File: src/rtl/ldc_pkg.sv
package ldc_pkg;

    typedef enum logic [1:0] {
        TX_IDLE      = 2'd0,
        TX_AWAIT_ACK = 2'd1,
        TX_POST_ACK  = 2'd2
    } txn_state_t;

    localparam int unsigned PIN_START  = 0;
    localparam int unsigned PIN_ACK    = 1;
    localparam int unsigned PIN_DRETRY = 2;
    localparam int unsigned PIN_ARETRY = 3;
    localparam int unsigned NUM_PINS   = 4;

    localparam int unsigned VIOL_DATA = 0;
    localparam int unsigned VIOL_ADDR = 1;
    localparam int unsigned NUM_VIOL  = 2;

endpackage

File: src/rtl/ldc_pin_cond.sv
module ldc_pin_cond #(
    parameter int unsigned WIDTH      = 4,
    parameter bit          ACTIVE_LOW = 1'b1
) (
    input  logic [WIDTH-1:0] pins_i,
    output logic [WIDTH-1:0] active_o
);

    generate
        if (ACTIVE_LOW) begin : g_invert
            assign active_o = ~pins_i;
        end else begin : g_pass
            assign active_o = pins_i;
        end
    endgenerate

endmodule

File: src/rtl/ldc_mode_strap.sv
module ldc_mode_strap (
    input  logic clk,
    input  logic rst_n,
    input  logic dretry_a,
    output logic strict_mode
);

    logic strict_q;

    // Loads on every edge while reset is held; the last one wins.
    always_ff @(posedge clk) begin
        if (!rst_n) begin
            strict_q <= dretry_a;
        end
    end

    assign strict_mode = strict_q;

    // mode frozen once reset has been released
    p_mode_hold_r2: assert property (@(posedge clk) disable iff (!rst_n)
        $past(rst_n) |-> $stable(strict_mode));

endmodule

File: src/rtl/ldc_txn_fsm.sv
module ldc_txn_fsm
    import ldc_pkg::*;
(
    input  logic clk,
    input  logic rst_n,
    input  logic start_a,
    input  logic ack_a,
    output logic in_txn,
    output logic past_first_ack
);

    txn_state_t state_q;
    txn_state_t state_d;

    always_ff @(posedge clk or negedge rst_n) begin
        if (!rst_n) begin
            state_q <= TX_IDLE;
        end else begin
            state_q <= state_d;
        end
    end

    always_comb begin
        state_d = state_q;
        unique case (state_q)
            TX_IDLE: begin
                if (start_a) state_d = TX_AWAIT_ACK;
            end
            TX_AWAIT_ACK: begin
                if (start_a)    state_d = TX_AWAIT_ACK;
                else if (ack_a) state_d = TX_POST_ACK;
            end
            TX_POST_ACK: begin
                if (start_a) state_d = TX_AWAIT_ACK;
            end
            default: state_d = TX_IDLE;
        endcase
    end

    always_comb begin
        in_txn         = (state_q != TX_IDLE);
        past_first_ack = (state_q == TX_POST_ACK);
    end

    // an acknowledge inside a transaction opens the post-ack window
    p_post_after_ack_r7: assert property (@(posedge clk) disable iff (!rst_n)
        (state_q != TX_IDLE && ack_a && !start_a) |=> past_first_ack);

    // a start always re-arms the wait for the first acknowledge
    p_start_rearms_r8: assert property (@(posedge clk) disable iff (!rst_n)
        start_a |=> (state_q == TX_AWAIT_ACK));

endmodule

File: src/rtl/ldc_viol_flags.sv
module ldc_viol_flags #(
    parameter int unsigned N = 2
) (
    input  logic         clk,
    input  logic         rst_n,
    input  logic         clr,
    input  logic [N-1:0] event_i,
    output logic [N-1:0] pulse_o,
    output logic [N-1:0] flag_o
);

    generate
        for (genvar i = 0; i < N; i++) begin : g_flag
            always_ff @(posedge clk or negedge rst_n) begin
                if (!rst_n) begin
                    pulse_o[i] <= 1'b0;
                    flag_o[i]  <= 1'b0;
                end else begin
                    pulse_o[i] <= event_i[i];
                    if (event_i[i])  flag_o[i] <= 1'b1;
                    else if (clr)    flag_o[i] <= 1'b0;
                end
            end

            // a flag only drops after a clear request
            p_fall_needs_clear_r11: assert property (@(posedge clk) disable iff (!rst_n)
                $fell(flag_o[i]) |-> $past(clr));

            // a pulse always leaves its flag set
            p_pulse_sets_flag_r11: assert property (@(posedge clk) disable iff (!rst_n)
                pulse_o[i] |-> flag_o[i]);
        end
    endgenerate

endmodule

File: src/rtl/ldc_monitor.sv
module ldc_monitor
    import ldc_pkg::*;
#(
    parameter bit ACTIVE_LOW = 1'b1
) (
    input  logic clk,
    input  logic rst_n,
    input  logic xfer_start_n,
    input  logic xfer_ack_n,
    input  logic data_retry_n,
    input  logic addr_retry_n,
    input  logic clear,
    output logic strict_mode,
    output logic cancel_pulse,
    output logic dretry_viol_pulse,
    output logic aretry_viol_pulse,
    output logic dretry_viol_flag,
    output logic aretry_viol_flag
);

    logic [NUM_PINS-1:0] pins;
    logic [NUM_PINS-1:0] act;
    logic                start_a, ack_a, dretry_a, aretry_a;
    logic                in_txn, past_first_ack;
    logic                ack_q, cancel_q;
    logic [NUM_VIOL-1:0] viol_ev, viol_pulse, viol_flag;

    always_comb begin
        pins             = '0;
        pins[PIN_START]  = xfer_start_n;
        pins[PIN_ACK]    = xfer_ack_n;
        pins[PIN_DRETRY] = data_retry_n;
        pins[PIN_ARETRY] = addr_retry_n;
    end

    ldc_pin_cond #(.WIDTH(NUM_PINS), .ACTIVE_LOW(ACTIVE_LOW)) u_pins (
        .pins_i   (pins),
        .active_o (act)
    );

    assign start_a  = act[PIN_START];
    assign ack_a    = act[PIN_ACK];
    assign dretry_a = act[PIN_DRETRY];
    assign aretry_a = act[PIN_ARETRY];

    ldc_mode_strap u_strap (
        .clk         (clk),
        .rst_n       (rst_n),
        .dretry_a    (dretry_a),
        .strict_mode (strict_mode)
    );

    ldc_txn_fsm u_fsm (
        .clk            (clk),
        .rst_n          (rst_n),
        .start_a        (start_a),
        .ack_a          (ack_a),
        .in_txn         (in_txn),
        .past_first_ack (past_first_ack)
    );

    always_comb begin
        viol_ev            = '0;
        viol_ev[VIOL_DATA] = strict_mode && dretry_a;
        viol_ev[VIOL_ADDR] = strict_mode && aretry_a && past_first_ack && !start_a;
    end

    ldc_viol_flags #(.N(NUM_VIOL)) u_flags (
        .clk     (clk),
        .rst_n   (rst_n),
        .clr     (clear),
        .event_i (viol_ev),
        .pulse_o (viol_pulse),
        .flag_o  (viol_flag)
    );

    // Output process: late cancel of the previous beat in normal mode
    always_ff @(posedge clk or negedge rst_n) begin
        if (!rst_n) begin
            ack_q    <= 1'b0;
            cancel_q <= 1'b0;
        end else begin
            ack_q    <= ack_a;
            cancel_q <= !strict_mode && ack_q && (dretry_a || aretry_a);
        end
    end

    assign cancel_pulse      = cancel_q;
    assign dretry_viol_pulse = viol_pulse[VIOL_DATA];
    assign aretry_viol_pulse = viol_pulse[VIOL_ADDR];
    assign dretry_viol_flag  = viol_flag[VIOL_DATA];
    assign aretry_viol_flag  = viol_flag[VIOL_ADDR];

    p_cancel_data_r3: assert property (@(posedge clk) disable iff (!rst_n)
        (ack_a && !strict_mode) ##1 dretry_a |=> cancel_pulse);

    p_cancel_addr_r4: assert property (@(posedge clk) disable iff (!rst_n)
        (ack_a && !strict_mode) ##1 aretry_a |=> cancel_pulse);

    p_no_cancel_strict_r5: assert property (@(posedge clk) disable iff (!rst_n)
        strict_mode |-> !cancel_pulse);

    p_data_viol_r6: assert property (@(posedge clk) disable iff (!rst_n)
        (strict_mode && dretry_a) |=> dretry_viol_pulse);

    p_addr_window_r7: assert property (@(posedge clk) disable iff (!rst_n)
        (strict_mode && in_txn && ack_a && !start_a) ##1 (aretry_a && !start_a)
        |=> aretry_viol_pulse);

    p_quiet_normal_r10: assert property (@(posedge clk) disable iff (!rst_n)
        !strict_mode |-> !(dretry_viol_flag || aretry_viol_flag));

endmodule

File: config.mk
export PLATFORM = sky130hd
export DESIGN_NAME = ldc_monitor
export DESIGN_NICKNAME = d
export VERILOG_FILES = /design/src/rtl/ldc_pkg.sv /design/src/rtl/ldc_pin_cond.sv /design/src/rtl/ldc_mode_strap.sv /design/src/rtl/ldc_txn_fsm.sv /design/src/rtl/ldc_viol_flags.sv /design/src/rtl/ldc_monitor.sv
export SDC_FILE = /design/constraint.sdc
export NUM_CORES = 1
export LEC_CHECK = 0
export ABC_AREA = 1
export BUFFER_PORTS_ARGS = -buffer_cell sky130_fd_sc_hd__buf_2
export CAP_MARGIN = 40
export CORE_AREA = 3 3 40 42
export DETAILED_ROUTE_END_ITERATION = 10
export DIE_AREA = 0 0 43 45
export PLACE_DENSITY_LB_ADDON = 0.15
export SLEW_MARGIN = 20
export SYNTH_ARGS = -nofsm -noshare
export SYNTH_HDL_FRONTEND = slang
export SYNTH_SLANG_ARGS = --single-unit
export TNS_END_PERCENT = 10
File: constraint.sdc
create_clock -name clk -period 0.8 [get_ports clk]
set_input_delay 0.12 -clock clk [delete_from_list [all_inputs] [get_ports clk]]
set_output_delay 0.12 -clock clk [all_outputs]
set_load 0.02 [all_outputs]
======== Yosys cells after proc, flatten, opt, wreduce, memory -nomap -nowiden ========
Cells that the tools add are included.
storage, ports and cells
  flip-flop bits (word level) ............. 9
  word-level logic and storage cells ...... 34
  output and inout bits ................... 6
cells by class
  bitwise operators ....................... 1
  muxes and demuxes ....................... 7
  reductions and logical operators ........ 14
  equal/unequal tests ..................... 4
operator list
  operator                                                count
  logical AND 1 bit                                       6
  2-to-1 mux 2 bit                                        3
  inverter 4 bit                                          1
  case mux 2 bit (2 select lines)                         1
  nonzero test 2 bit                                      2
  2-to-1 mux 1 bit                                        3
  inequality test 3 bit (second input constant)           1
  equality test 2 x 1 -> 1 bit (second input constant)    1
  equality test 2 bit (second input constant)             1
  logical NOT 1 bit                                       2
  logical NOT 2 bit                                       1
  inequality test 2 x 1 -> 1 bit (second input constant)  1
  AND reduction 2 bit                                     1
  OR reduction 2 bit                                      1
  logical OR 1 bit                                        1

======== Depth between registers and ports, before layout ========
Gate-level depths: netlist of the first run.
  depth after elaboration ................. 5
  depth in mapped cells ................... 4

======== Hierarchy ========
Synthesis of the first run repeated with hierarchy kept, for this count alone.
second synthesis, totals
  cell total of the unflattened synthesis .. 44
  area, all modules ....................... 370.4 um2
by module, submodules not included
  module          cells each  times used  area an instance (um2)
  ldc_viol_flags  11          1           126.4
  ldc_txn_fsm     15          1           107.6
  ldc_monitor     12          1           87.6
  ldc_mode_strap  2           1           33.8
  ldc_pin_cond    4           1           15.0

======== Least setup slack after synthesis of the first run ========
No wires, ideal clock.
  path kind ............................... register to register
  start ................................... register u_strap.strict_q (netlist: u_strap.strict_mode)
  end ..................................... register cancel_q (netlist: cancel_pulse)
  data arrival time ....................... 739 ps
  stages on the path, launching flop included .. 4
  required time ........................... 723 ps
  slack ................................... -17 ps
  period minus slack after synthesis ...... 817 ps
  setup time .............................. 77 ps
  buffers on the path ..................... 0
  cells stage by stage .................... edfxtp_1 -> inv_1 -> nand2_1 -> a21oi_1
between the ends
  cells in the longest elaborated chain, start to end .. 3
ends and longest elaborated chain
  item                            RTL line              source
  start: declaration              ldc_mode_strap.sv:8   logic strict_q;
  start signal: assignment        ldc_mode_strap.sv:13  strict_q <= dretry_a;
  logical NOT 1 bit               ldc_monitor.sv:84     cancel_q <= !strict_mode && ack_q && (dretry_a || aretry_a);
  logical AND 1 bit (2 in a row)  ldc_monitor.sv:84
  end signal: assignment          ldc_monitor.sv:84
  end: declaration                ldc_monitor.sv:25     logic ack_q, cancel_q;
Every way passes these cells.
A chain may end at the register's enable or synchronous reset.

======== Final worst setup path of the first run ========
  start ................................... register u_strap.strict_q (netlist: u_strap.strict_mode)
  end ..................................... output port strict_mode
RTL lines
  item              RTL line           source
  end: declaration  ldc_monitor.sv:13  output logic strict_mode,
No word-level cell between the ends.

==> results.cfg, run 1 <==
[logic_synthesis]
synth.distinct_cells = 9
syn_avg_cell_area_sq_um = 9.54
ys_seq_area_share_pct = 68.9
ys.flop_type = dfrtp_1
async_flop_share_pct = 88.9
syn-cell-area_sq_um = 334
yosys-top-cells-count = 10 x inv_1, 9 x nand2_1, 8 x dfrtp_1
synthTopCellsByArea = dfrtp_1 60%, inv_1 11%, nand2_1 10%, edfxtp_1 9.0%, a21oi_1 3.0%
ys_seq_elements = 9
synth-edff-count = 1
syn_inst = 35
synth.most_common_cell = inv_1
synth_top_cell_area_share_pct = 59.9
synth_top_area_cell = dfrtp_1
ys_warn_count = 0
synth_nets = 42

[sta]
final.setup.worst_slack_ns = -0.127
drv_slew = 0
worst_pin_slew_ns = 0.122
max_freq_mhz = 1080
max_slew_margin_pct = 91.8
period_share_pct = 116
fin_crit_ns = 0.927
tns_ns = -0.596
hold_viol = 0
setup_viol = 8
fin_skew_ns = 0.000855
rsz0062_at_grt = yes

[setup_path]
crit_family = flip-flops
crit_path_cell_trace = buf_6
required_ns = 0.68
slowest_delay_ns = 0.40
path_buf_inv = 1
cp.arrival_ns = 0.81
slowest_stage = edfxtp_1
worstSetupEndpointType = primary output
worstPathMaxFanout = 2
cp-start-kind = flop
critPathKind = reg -> out

[floorplan]
die_area_sq_mm = 0.00194
die_h_um = 45
core-area_sq_mm = 0.00128
pin_count = 13
start_util_pct = 26.0
die_x_um = 43
core.rowCount = 13

[global_route]
grt_use_met1_pct = 10.2
grt_pass1_wl_um = 1050
overflow = 0
grt.busiest_layer = met2
grt_antenna_before_repair = 0
use_met3_pct = 2.79
grt_max_degree = 9
grt_pass1_vias = 243
grt_usage_pct = 8.00
met2_usage_pct = 10.5

[drt]
drc = 0
routed_wl_um = 640
vias = 270
postRouteAntennaNets = 0
drt_iter0_markers = 3
wl_per_cell_um = 9.28
vias_per_cell = 3.91
drt-pass1-iter-count = 2

[pwr]
power_frac_clock_pct = 34.9
p_switching_mw = 0.251
p_total_mw = 0.995
irDropWorstVdd_mv = 0.726
internal_power_mw = 0.744
p_sw_share_pct = 25.3
pwr-share-comb_pct = 13.6
p_per_area_mw_per_mm2 = 2120
p_seq_share_pct = 51.6
p_leak_nw = 0.287

[outcome]
violations = setup timing
status = finished, violations left

[clocking]
htreeDepth = 1
tritoncts = done
cts.reportedPaths.clkPinSlew_ns = 0.06
numCtsBuffers = 3
clock_latency_ns = 0.26
clock-sinks = 9
root_buffer = clkbuf_4
clock_path_buffers = 2

[place]
dpl_cell_area_sq_um = 420
place_hpwl_um = 474
portBuffers = 12
gp_congestion = 0.592

[final_layout]
antennaDiodeCount = 0
area_delta_synth_final_pct = 40.8
layout-drive-gt1-share_pct = 33.3
nets = 62
fin_area_sq_um = 470

[run]
cap_violations = 0

[min_path]
worst_hold_path_type = in -> reg
## repair_timing
| action | 4_1_cts | 5_1_grt |
|---|---|---|
| pin swaps | 0 | 0 |
| cloned | 0 | 0 |
| endpoints found under the hold margin | 8 | 0 |
| gates resized for setup | 1 | 2 |
| endpoints found under the setup margin | 6 | 11 |
| hold buffers | 1 | 0 |
| setup buffers | 1 | 0 |
## worst reg2reg max path, cell delays in order, from the launching register on
cell	delay, ns
edfxtp_1	0.40
buf_4	0.16
inv_2	0.05
nand2_1	0.04
a21oi_1	0.10
## final timing paths
path                                      from           endpoint  slack (ns)  cells after the start
max                        u_strap.strict_mode        strict_mode       -0.13                      1
min                                 xfer_ack_n              ack_q        0.01                      2
max reg2reg                u_strap.strict_mode       cancel_pulse       -0.02                      4
min reg2reg                  u_flags.flag_o[1]  u_flags.flag_o[1]        0.48                      2
max in group asynchronous                rst_n       cancel_pulse        0.33                      3
min in group asynchronous                rst_n  u_flags.flag_o[1]        0.34                      3
## per-stage QoR
| step | instances | utilization (%) | hold slack [ns] | worst slack [ns] |
|---|---|---|---|---|
| 2_1_floorplan | 35 | - | -0.176 | -0.0168 |
| 3_3_place_gp | 63 | 32.7 | 0.0592 | 0.0308 |
| 3_5_place_dp | 63 | 32.7 | 0.0582 | 0.0421 |
| 4_1_cts | 69 | 36.1 | 0.00957 | -0.136 |
| 5_1_grt | 69 | 36.6 | 0.0229 | -0.161 |
| 6_report | 69 | 36.6 | 0.0150 | -0.127 |
## cells by family (layout without fill, tap and decap cells)
logic type	Yosys count	in the layout	share of synthesized area (%)
compound gates	4	4	5.99
buf+inv	10	29	11.2
flops	9	9	68.9
simple gates	12	12	13.9
## state kept, by name (all words and copies together), names as in the netlist
register             count
cancel_pulse             1
u_flags.flag_o           2
u_strap.strict_mode      1
u_fsm.state_q            2
ack_q                    1
u_flags.pulse_o          2
## cells in the final DEF, fill, tap and decap left out, drive strengths merged
cell and count:
buf 14, inv 10, nand2 9, dfrtp 8, clkbuf 4, nor2 2, a21oi 2, o21ai 2
nand3 1, dlygate4sd3 1, edfxtp 1
## routing by layer
layer,part of all wire [%],up-vias,routed length [um]
met5,0,-,0
met4,2.2,0,14
met2,43,12,276
met3,10,2,66
met1,44,116,282
li1,-,140,-
## area by class of cell
| class | instances | area, sq um |
|---|---|---|
| inverter | 10 | 37.5 |
| multi-input combinational | 16 | 66.3 |
| clock buffer | 4 | 26.3 |
| timing repair buffer | 15 | 91.3 |
| tap | 15 | 18.8 |
| fill | 137 | 815 |
| sequential | 9 | 230 |
## power groups by stage
stage	Sequential [mW]	Clock, mW	Combinational [mW]
after global placement	0.522	0	0.121
after CTS	0.512	0.366	0.132
after floorplan	0.543	0	0.0419
after global routing	0.518	0.379	0.156
after detailed placement	0.522	0	0.121
final	0.513	0.347	0.135
Note: power is estimated with default switching activity, not from simulation.
==> run 2: changes to the inputs <==
HOLD_SLACK_MARGIN = 0.15   (was unset)
clock period = 0.9 ns   (was 0.8 ns; I/O delays follow)
==> run 2 against run 1 <==
The run still ends with setup timing left. Clock-buffer cell count did not move. Power is 9.6% lower. Worst setup slack improved by 0.084 ns. Critical path depth unchanged. Global-route usage stayed put. Register-to-register slack better by 0.10 ns. Via count up 5.6%. First-iteration DRC count is 67% lower. Cell count increased by 7.2%. Largest cell class unchanged.
==> results.cfg, run 2 (synthesis results as in run 1) <==
[outcome]
status = finished, violations left
violations = setup timing

[final_layout]
nets = 67
antennaDiodeCount = 0
reg.largest.list = u_flags.flag_o: 2 flops, u_flags.pulse_o: 2 flops, u_fsm.state_q: 2 flops
fin_area_sq_um = 520
multi_input_area_sq_um = 66.3
final_cells = 74
final_cell_mix = 11 x buf_2, 9 x nand2_1, 9 x inv_1
fillers = 133
final-seq-area_sq_um = 230
layout_commonest_cell = buf_2
layout-drive-gt1-share_pct = 30.5
area_delta_synth_final_pct = 55.8

[floorplan]
die_h_um = 45
die_area_sq_mm = 0.00194
core-area_sq_mm = 0.00128
die_x_um = 43
pin_count = 13
start_util_pct = 26.0
core.rowCount = 13

[setup_path]
worstPathMaxFanout = 2
timing.rr.end = cancel_pulse
worstRegToRegCells = 4
r2r_start = u_strap.strict_mode
critPathKind = reg -> out
required_ns = 0.76
crit_start = u_strap.strict_mode
worstSetupEndpointType = primary output
cp.arrival_ns = 0.81
slowest_delay_ns = 0.40
crit_family = flip-flops
crit_path_cell_trace = buf_6
r2r_slack_ns = 0.08
slowest_stage = edfxtp_1
path_buf_inv = 1
cp-start-kind = flop

[drt]
vias = 285
wl_per_cell_um = 8.69
drt-pass1-iter-count = 4
drt_iter0_markers = 1
drc = 0
postRouteAntennaNets = 0
routed_wl_um = 643
vias_per_cell = 3.85

[place]
portBuffers = 12
gp_congestion = 0.592
place_hpwl_um = 474
dp.cells = 63
dpl_cell_area_sq_um = 420

[sta]
hold_viol = 0
final.setup.worst_slack_ns = -0.0425
fin_skew_ns = 0.00133
max_freq_mhz = 1060
fin_crit_ns = 0.942
whs_ns = 0.334
drv_slew = 0
worst_pin_slew_ns = 0.122
period_share_pct = 105
setup_viol = 3
rsz0062_at_grt = yes
max_slew_margin_pct = 91.8

[clocking]
clock_path_buffers = 2
htreeDepth = 1
clock_latency_ns = 0.26
numCtsBuffers = 3
clock-sinks = 9
cts.reportedPaths.clkPinSlew_ns = 0.06
tritoncts = done
root_buffer = clkbuf_4

[pwr]
p_total_mw = 0.900
p_leak_nw = 0.308
p_per_area_mw_per_mm2 = 1730
irDropWorstVdd_mv = 0.663

[min_path]
worst_hold_path_type = in -> async

[global_route]
overflow = 0
grt_pass1_wl_um = 1050
grt_pass1_vias = 250
grt_antenna_before_repair = 0
grt_usage_pct = 8.00
grt_max_degree = 9

[run]
cap_violations = 0
[run 2: cell count changes in the layout (fill, tap and decap cells not counted), sizes merged]
cell	before	now
dlygate4sd3	1	6
[run 2: timing repair]
action	4_1_cts	5_1_grt
gates resized for setup	0	3
setup endpoints to repair	6	8
hold endpoints to repair	15	0
buffers inserted	1	0
hold buffers	6	0
[run 2: per-layer routing]
metal,share of wire (%),track usage [%],routed length [um],vias up
li1,-,-,-,149
met1,45,10.2,291,120
met2,41,10.5,266,14
met3,11,2.79,70,2
met4,2.2,7.23,14,0
met5,0,0,0,-
[run 2: power by group]
group | total, mW | internal (mW) | switching [mW]
Clock | 0.308 | 0.171 | 0.137
Sequential | 0.456 | 0.440 | 0.0162
Combinational | 0.136 | 0.0647 | 0.0710
Total | 0.900 | 0.675 | 0.224
[run 2: worst max-delay path by stage]
stage,end,slack [ns],cells past startpoint
3_3_place_gp,u_fsm.state_q[0],0.13,4
6_report,strict_mode,-0.04,1
5_1_grt,strict_mode,-0.08,1
4_1_cts,strict_mode,-0.05,1
3_5_place_dp,u_fsm.state_q[0],0.14,4
2_1_floorplan,cancel_pulse,0.08,3
[run 2: area by class of cell]
type                            instances  share of cell area (%)
Timing Repair Buffer                   20                    27.2
Multi-Input combinational cell         16                    12.7
Tap cell                               15                    3.61
Inverter                               10                    7.21
Sequential cell                         9                    44.2
Clock buffer                            4                    5.05
[run 2: metrics by stage]
stage,util (%),setup WS (ns),TNS [ns]
2_1_floorplan,-,0.0832,0
3_3_place_gp,32.7,0.131,0
3_5_place_dp,32.7,0.142,0
4_1_cts,40.0,-0.0513,-0.129
5_1_grt,40.5,-0.0764,-0.297
6_report,40.5,-0.0425,-0.0751
